==> config.mk <==
export PLATFORM = sky130hd
export DESIGN_NAME = phy_mgmt_bridge
export DESIGN_NICKNAME = d
export VERILOG_FILES = /design/src/rtl/phy_mgmt_pkg.sv /design/src/rtl/phy_access_rights.sv /design/src/rtl/phy_reg_bank.sv /design/src/rtl/phy_cmd_engine.sv /design/src/rtl/phy_mgmt_bridge.sv
export SDC_FILE = /design/constraint.sdc
export NUM_CORES = 1
export LEC_CHECK = 0
export BUFFER_PORTS_ARGS = -buffer_cell sky130_fd_sc_hd__buf_2
export CORE_UTILIZATION = 35
export DETAILED_ROUTE_END_ITERATION = 16
export PLACE_DENSITY = 0.54
export SYNTH_ARGS = -nofsm -noshare
export SYNTH_HDL_FRONTEND = slang
export SYNTH_SLANG_ARGS = --single-unit
==> constraint.sdc <==
create_clock -name clk -period 11.35 [get_ports clk]
set_input_delay 3.405 -clock clk [delete_from_list [all_inputs] [get_ports clk]]
set_output_delay 3.405 -clock clk [all_outputs]
set_load 0.1 [all_outputs]
==> src/rtl/phy_mgmt_pkg.sv <==
package phy_mgmt_pkg;

    localparam int WORD_W     = 32;
    localparam int DATA_W     = 16;
    localparam int NUM_REGS   = 32;
    localparam int IDX_W      = $clog2(NUM_REGS);
    localparam int PHY_W      = 5;

    localparam int IDX_LSB    = 16;
    localparam int PHY_LSB    = 21;
    localparam int OP_WR_BIT  = 26;
    localparam int OP_RD_BIT  = 27;
    localparam int READY_BIT  = 28;
    localparam int ERROR_BIT  = 30;

    typedef enum logic [1:0] {
        OP_NONE  = 2'b00,
        OP_WRITE = 2'b01,
        OP_READ  = 2'b10,
        OP_READ2 = 2'b11
    } mgmt_op_e;

    typedef struct packed {
        logic can_rd;
        logic can_wr;
    } reg_rights_t;

    typedef struct packed {
        logic [WORD_W-1:0] raw;
        logic [DATA_W-1:0] data;
        logic [IDX_W-1:0]  idx;
        logic [PHY_W-1:0]  phy;
        mgmt_op_e          op;
    } mgmt_cmd_t;

    function automatic mgmt_cmd_t split_cmd(input logic [WORD_W-1:0] w);
        mgmt_cmd_t c;
        c.raw  = w;
        c.data = w[DATA_W-1:0];
        c.idx  = w[IDX_LSB +: IDX_W];
        c.phy  = w[PHY_LSB +: PHY_W];
        c.op   = mgmt_op_e'(w[OP_RD_BIT:OP_WR_BIT]);
        return c;
    endfunction

    function automatic reg_rights_t rights_of(input int idx);
        reg_rights_t r;
        case (idx)
            0, 4, 9, 16, 20:        r = '{can_rd: 1'b1, can_wr: 1'b1};
            1, 2, 3, 5, 10, 17, 21: r = '{can_rd: 1'b1, can_wr: 1'b0};
            default:                r = '{can_rd: 1'b0, can_wr: 1'b0};
        endcase
        return r;
    endfunction

    function automatic logic [DATA_W-1:0] reset_value_of(input int idx);
        case (idx)
            0:       return 16'h1140;
            1:       return 16'h796D;
            2:       return 16'h0141;
            3:       return 16'h0C20;
            4:       return 16'h0DE1;
            5:       return 16'h01E0;
            9:       return 16'h0E00;
            10:      return 16'h3C00;
            16:      return 16'h0360;
            17:      return 16'hAC00;
            20:      return 16'h0D60;
            default: return '0;
        endcase
    endfunction

endpackage

==> src/rtl/phy_access_rights.sv <==
module phy_access_rights
    import phy_mgmt_pkg::*;
#(
    parameter int N_REGS = NUM_REGS
) (
    input  logic [IDX_W-1:0] idx,
    output reg_rights_t      rights
);
    reg_rights_t table_q [N_REGS];

    for (genvar g = 0; g < N_REGS; g++) begin : g_rights
        assign table_q[g] = rights_of(g);
    end

    assign rights = table_q[idx];
endmodule

==> src/rtl/phy_reg_bank.sv <==
module phy_reg_bank
    import phy_mgmt_pkg::*;
#(
    parameter int N_REGS = NUM_REGS,
    parameter int DW     = DATA_W
) (
    input  logic             clk,
    input  logic             rst,
    input  logic             we,
    input  logic [IDX_W-1:0] idx,
    input  logic [DW-1:0]    wdata,
    input  logic             wr_allowed,
    output logic [DW-1:0]    rdata
);
    logic [DW-1:0] cells [N_REGS];

    for (genvar g = 0; g < N_REGS; g++) begin : g_cell
        localparam logic [DW-1:0] INIT = DW'(reset_value_of(g));
        always_ff @(posedge clk) begin
            if (rst)
                cells[g] <= INIT;
            else if (we && idx == IDX_W'(g))
                cells[g] <= wdata;
        end
    end

    assign rdata = cells[idx];

    // A store may only reach a register that grants write access
    assert_store_needs_right_R6: assert property (@(posedge clk) disable iff (rst)
        we |-> wr_allowed);

    // The addressed cell is untouched when no store is issued
    assert_cell_stable_R6: assert property (@(posedge clk) disable iff (rst)
        !we |=> rdata == $past(rdata) || idx != $past(idx));
endmodule

==> src/rtl/phy_cmd_engine.sv <==
module phy_cmd_engine
    import phy_mgmt_pkg::*;
#(
    parameter logic [PHY_W-1:0] LOCAL_PHY = 5'd1
) (
    input  logic              clk,
    input  logic              rst,
    input  logic              cmd_valid,
    input  logic [WORD_W-1:0] cmd_word,
    input  reg_rights_t       rights,
    input  logic [DATA_W-1:0] bank_rdata,
    output logic [IDX_W-1:0]  bank_idx,
    output logic              bank_we,
    output logic [DATA_W-1:0] bank_wdata,
    output logic [WORD_W-1:0] ctrl_q,
    output logic              done_q
);
    mgmt_cmd_t         cmd;
    logic [WORD_W-1:0] next_ctrl;
    logic              fail;
    logic [WORD_W-1:0] flags;

    assign cmd        = split_cmd(cmd_word);
    assign bank_idx   = cmd.idx;
    assign bank_wdata = cmd.data;

    always_comb begin
        next_ctrl = cmd.raw;
        fail      = 1'b0;
        bank_we   = 1'b0;
        if (cmd.phy != LOCAL_PHY) begin
            next_ctrl = ctrl_q;
            fail      = 1'b1;
        end else begin
            unique case (cmd.op)
                OP_READ, OP_READ2: begin
                    if (rights.can_rd)
                        next_ctrl = {cmd.raw[WORD_W-1:DATA_W], bank_rdata};
                    else
                        fail = 1'b1;
                end
                OP_WRITE: begin
                    if (rights.can_wr)
                        bank_we = cmd_valid;
                    else
                        fail = 1'b1;
                end
                default: ;
            endcase
        end
        flags = '0;
        flags[READY_BIT] = 1'b1;
        flags[ERROR_BIT] = fail;
        next_ctrl = next_ctrl | flags;
    end

    always_ff @(posedge clk) begin
        if (rst) begin
            ctrl_q <= '0;
            done_q <= 1'b0;
        end else begin
            done_q <= cmd_valid;
            if (cmd_valid)
                ctrl_q <= next_ctrl;
        end
    end

    assert_ready_after_cmd_R7: assert property (@(posedge clk) disable iff (rst)
        cmd_valid |=> ctrl_q[READY_BIT] && done_q);

    assert_idle_holds_R7: assert property (@(posedge clk) disable iff (rst)
        !cmd_valid |=> !done_q && $stable(ctrl_q));

    assert_foreign_keeps_word_R2: assert property (@(posedge clk) disable iff (rst)
        cmd_valid && cmd_word[PHY_LSB +: PHY_W] != LOCAL_PHY
        |=> ctrl_q[ERROR_BIT] && ctrl_q[27:0] == ($past(ctrl_q[27:0]) | 28'h0000000) );

    assert_no_store_foreign_R2: assert property (@(posedge clk) disable iff (rst)
        cmd_valid && cmd_word[PHY_LSB +: PHY_W] != LOCAL_PHY |-> !bank_we);

    assert_read_keeps_upper_R3: assert property (@(posedge clk) disable iff (rst)
        cmd_valid && cmd_word[OP_RD_BIT] && cmd_word[PHY_LSB +: PHY_W] == LOCAL_PHY
        |=> ctrl_q[27:16] == $past(cmd_word[27:16]));
endmodule

==> src/rtl/phy_mgmt_bridge.sv <==
module phy_mgmt_bridge
    import phy_mgmt_pkg::*;
(
    input  logic              clk,
    input  logic              rst,
    input  logic              cmd_valid,
    input  logic [WORD_W-1:0] cmd_word,
    output logic [WORD_W-1:0] ctrl_word,
    output logic              access_done
);
    logic [IDX_W-1:0]  bank_idx;
    logic              bank_we;
    logic [DATA_W-1:0] bank_wdata;
    logic [DATA_W-1:0] bank_rdata;
    reg_rights_t       rights;

    phy_access_rights #(.N_REGS(NUM_REGS)) u_rights (
        .idx    (bank_idx),
        .rights (rights)
    );

    phy_reg_bank #(.N_REGS(NUM_REGS), .DW(DATA_W)) u_bank (
        .clk        (clk),
        .rst        (rst),
        .we         (bank_we),
        .idx        (bank_idx),
        .wdata      (bank_wdata),
        .wr_allowed (rights.can_wr),
        .rdata      (bank_rdata)
    );

    phy_cmd_engine #(.LOCAL_PHY(5'd1)) u_engine (
        .clk        (clk),
        .rst        (rst),
        .cmd_valid  (cmd_valid),
        .cmd_word   (cmd_word),
        .rights     (rights),
        .bank_rdata (bank_rdata),
        .bank_idx   (bank_idx),
        .bank_we    (bank_we),
        .bank_wdata (bank_wdata),
        .ctrl_q     (ctrl_word),
        .done_q     (access_done)
    );
endmodule

==> reports/qor.csv <==
metric;value;unit
largest net degree at the start of global routing;93;
Final Cell Area;26900;um2
Post-DRT Antenna Nets;0;
die area;68400;um2
Crit. Startpoint;cmd_word[16];
# clock sinks;533;
CP Data Required Time;11.83;ns
Seq cells post-synth;533;
number of synthesized flops with an enable pin;500;
Fin Hold WS;0.454;ns
Top Family by Delay on Critical Path;simple AND/OR/NAND/NOR gates;
reg2reg setup slack;9.36;ns
Gates resized, CTS repair;0;
Synth Flop Type;edfxtp_1;
top cells by count, synth;edfxtp_1, and2_1, mux2i_1, and3_1, clkbuf_1;
CTS root buffer;clkbuf_16;
Worst path max stage delay;1.10;ns
RSZ-0062 raised after global routing;no;
initial antenna violation count;1;
Crit Path Max Fanout;35;
asr flop ratio synth;0;%
Hold Crit Depth;2;
Worst slew margin;15.1;%
DRT iter0 DRCs;1279;
Worst Setup EP;u_bank.cells[6][0];
Crit Path Class;in -> reg;
Final nets;1725;
share of the synthesized area in the top cell type;63.7;%
postcts setup bufs;0;
grt total ovfl;0;
FF-to-FF Start;u_bank.cells[2][7];
Num CTS Buffers;59;
Final Setup Violations;0;
clock skew;0.0363;ns
iteration count of the initial detailed-routing pass;6;
Max IR drop VDD;0.000159;V
worst slack, placed;4.17;ns
vias in the first global route;13200;
mux share of post-synthesis cell area;11.8;%
WL final;59800;um
Setup TNS;0;ns
CTS tree;done;
fraction of layout cells with a size suffix above 1;14.5;%
core area;66200;um2
Worst Setup End Kind;register;
worst min path class;reg -> reg;
Vias per Instance;5.07;
final worst slack;4.84;ns
critical-path cell list;buf_6, inv_1, ha_2, nand2_1, nor3_2, and2_1;
first-pass GRT wire length;87000;um
max-slew violations;0;
CP max-delay cell;nor3_2;
maxcap violations;0;
Lkg Pwr;10.1;nW
WL/cell;23.0;um
detailed placer's ending HPWL;34600;um
Final GP Congestion;0.762;
Synth Cell Area;23600;um2
worst r2r path cells;5;
FF-to-FF End;u_engine.ctrl_q[7];
Die H;262;um
hold buffer count at CTS;0;
Yosys top cell by area;edfxtp_1;
Initial Utilization;35.6;%
clk_lat worst skew;0.63;ns
xor-xnor portion of the synthesized cell area;0;%
DR DRC count;0;
YS warnings;0;
largest cells by area after synthesis;edfxtp_1, mux4_2, and2_1, mux2i_1, dfxtp_1;
row count;94;
IO Pins;68;
clock slew at reported path FFs;0.06;ns
P&R area growth vs syn;14.1;%
Worst setup SP type;primary input;
port bufs;66;
most frequent cell after synthesis;edfxtp_1;
All-Layer GR Usage;17.6;%
Synth Area in Compound Gates;5.66;%
adder-cell share of the synthesized area;0.265;%
worst path buffer plus inverter count;2;
Final Hold Viols;0;
Yosys cell types;62;
largest family of logic cells by synthesized area;simple AND/OR/NAND/NOR gates;
placement-stage cell area;25000;um2
Via Count;13200;
H-tree depth;2;
die width;262;um
sequential share of the synthesized area;66.5;%
fmax;0.154;GHz
Cells after Synth;1510;
syn avg cell area;15.6;um2
pwr/cell area;166;nW/um2
ANT cells;0;
worst path arrival time;6.99;ns
Worst-Margin Slew;1.27;ns
Worst path depth;6;
worst-case clock buffer depth;3;
Post-Synth Simple-Gate Area;12.0;%
min Tclk post-route;6.51;ns
status;completed;
fin crit share;57.4;%
logic make-up after synthesis:
family	Yosys count
flops	533
simple gates	461
mux	180
compound gates	174
buf+inv	156
fa+ha+maj	5
other cells	1
sequential cells by signal, summed over array words and instances (netlist names):
| signal | count |
|---|---|
| u_engine.ctrl_q | 32 |
| u_engine.done_q | 1 |
| u_bank.cells | 500 |
area by class of cell:
type / instances / area, um2
clock buffer: 95 / 1730
clock inverter: 15 / 158
fill: 5998 / 39300
timing repair buffer: 87 / 526
multi-input combinational: 1000 / 7720
tap: 864 / 1080
sequential: 533 / 15700
inverter: 4 / 15.0
report_power, final:
part	total (mW)	internal, mW	switching [mW]
Clock	1.88	1.10	0.775
Combinational	0.309	0.100	0.209
Sequential	2.29	2.26	0.0272
Total	4.48	3.47	1.01
metrics by stage:
stage / cells / utilization (%) / total power [mW]
global placement: 2488 / 37.8 / 2.64
floorplan: 1689 / - / 2.53
CTS: 2598 / 40.6 / 4.51
finish: 2598 / 40.6 / 4.48
detailed placement: 2488 / 37.8 / 2.65
global route: 2598 / 40.6 / 4.61
worst min path at each step:
stage	startpoint	to	slack, ns
final	u_engine.ctrl_q[17]	u_engine.ctrl_q[17]	0.45
after global routing	u_engine.ctrl_q[17]	u_engine.ctrl_q[17]	0.48
after CTS	u_engine.ctrl_q[17]	u_engine.ctrl_q[17]	0.46
after global placement	u_engine.ctrl_q[17]	u_engine.ctrl_q[17]	0.45
after floorplan	u_bank.cells[20][8]	u_engine.ctrl_q[8]	0.75
after detailed placement	u_engine.ctrl_q[17]	u_engine.ctrl_q[17]	0.45
cells in the final DEF, fill, tap and decap left out, types with 24 or more instances in the layout:
master and n:
and2_1 189, conb_1 180, edfxtp_1 500, nand2b_1 55, clkbuf_16 60, nand2_1 57
mux2i_1 102, mux4_2 54, a21oi_1 24, a22oi_1 24, clkbuf_1 25, buf_2 63
dfxtp_1 33, and3_1 94
worst reg2reg max path, delay by kind of cell (launching register included):
family / cells / cell delay, ns
AO/OA/AOI/OAI: 3 / 0.83
flip-flops: 1 / 0.35
multiplexers: 1 / 0.52
AND/OR/NAND/NOR: 1 / 0.12
metal layers:
layer / global-route usage (%) / share of wire (%) / vias to the layer above
met5: 0 / 0.018 / -
met3: 2.78 / 6.1 / 92
li1: - / - / 5978
met4: 5.93 / 2.7 / 2
met1: 24.4 / 45 / 6678
met2: 28.0 / 46 / 425
Power figures use the tool's default switching activity.
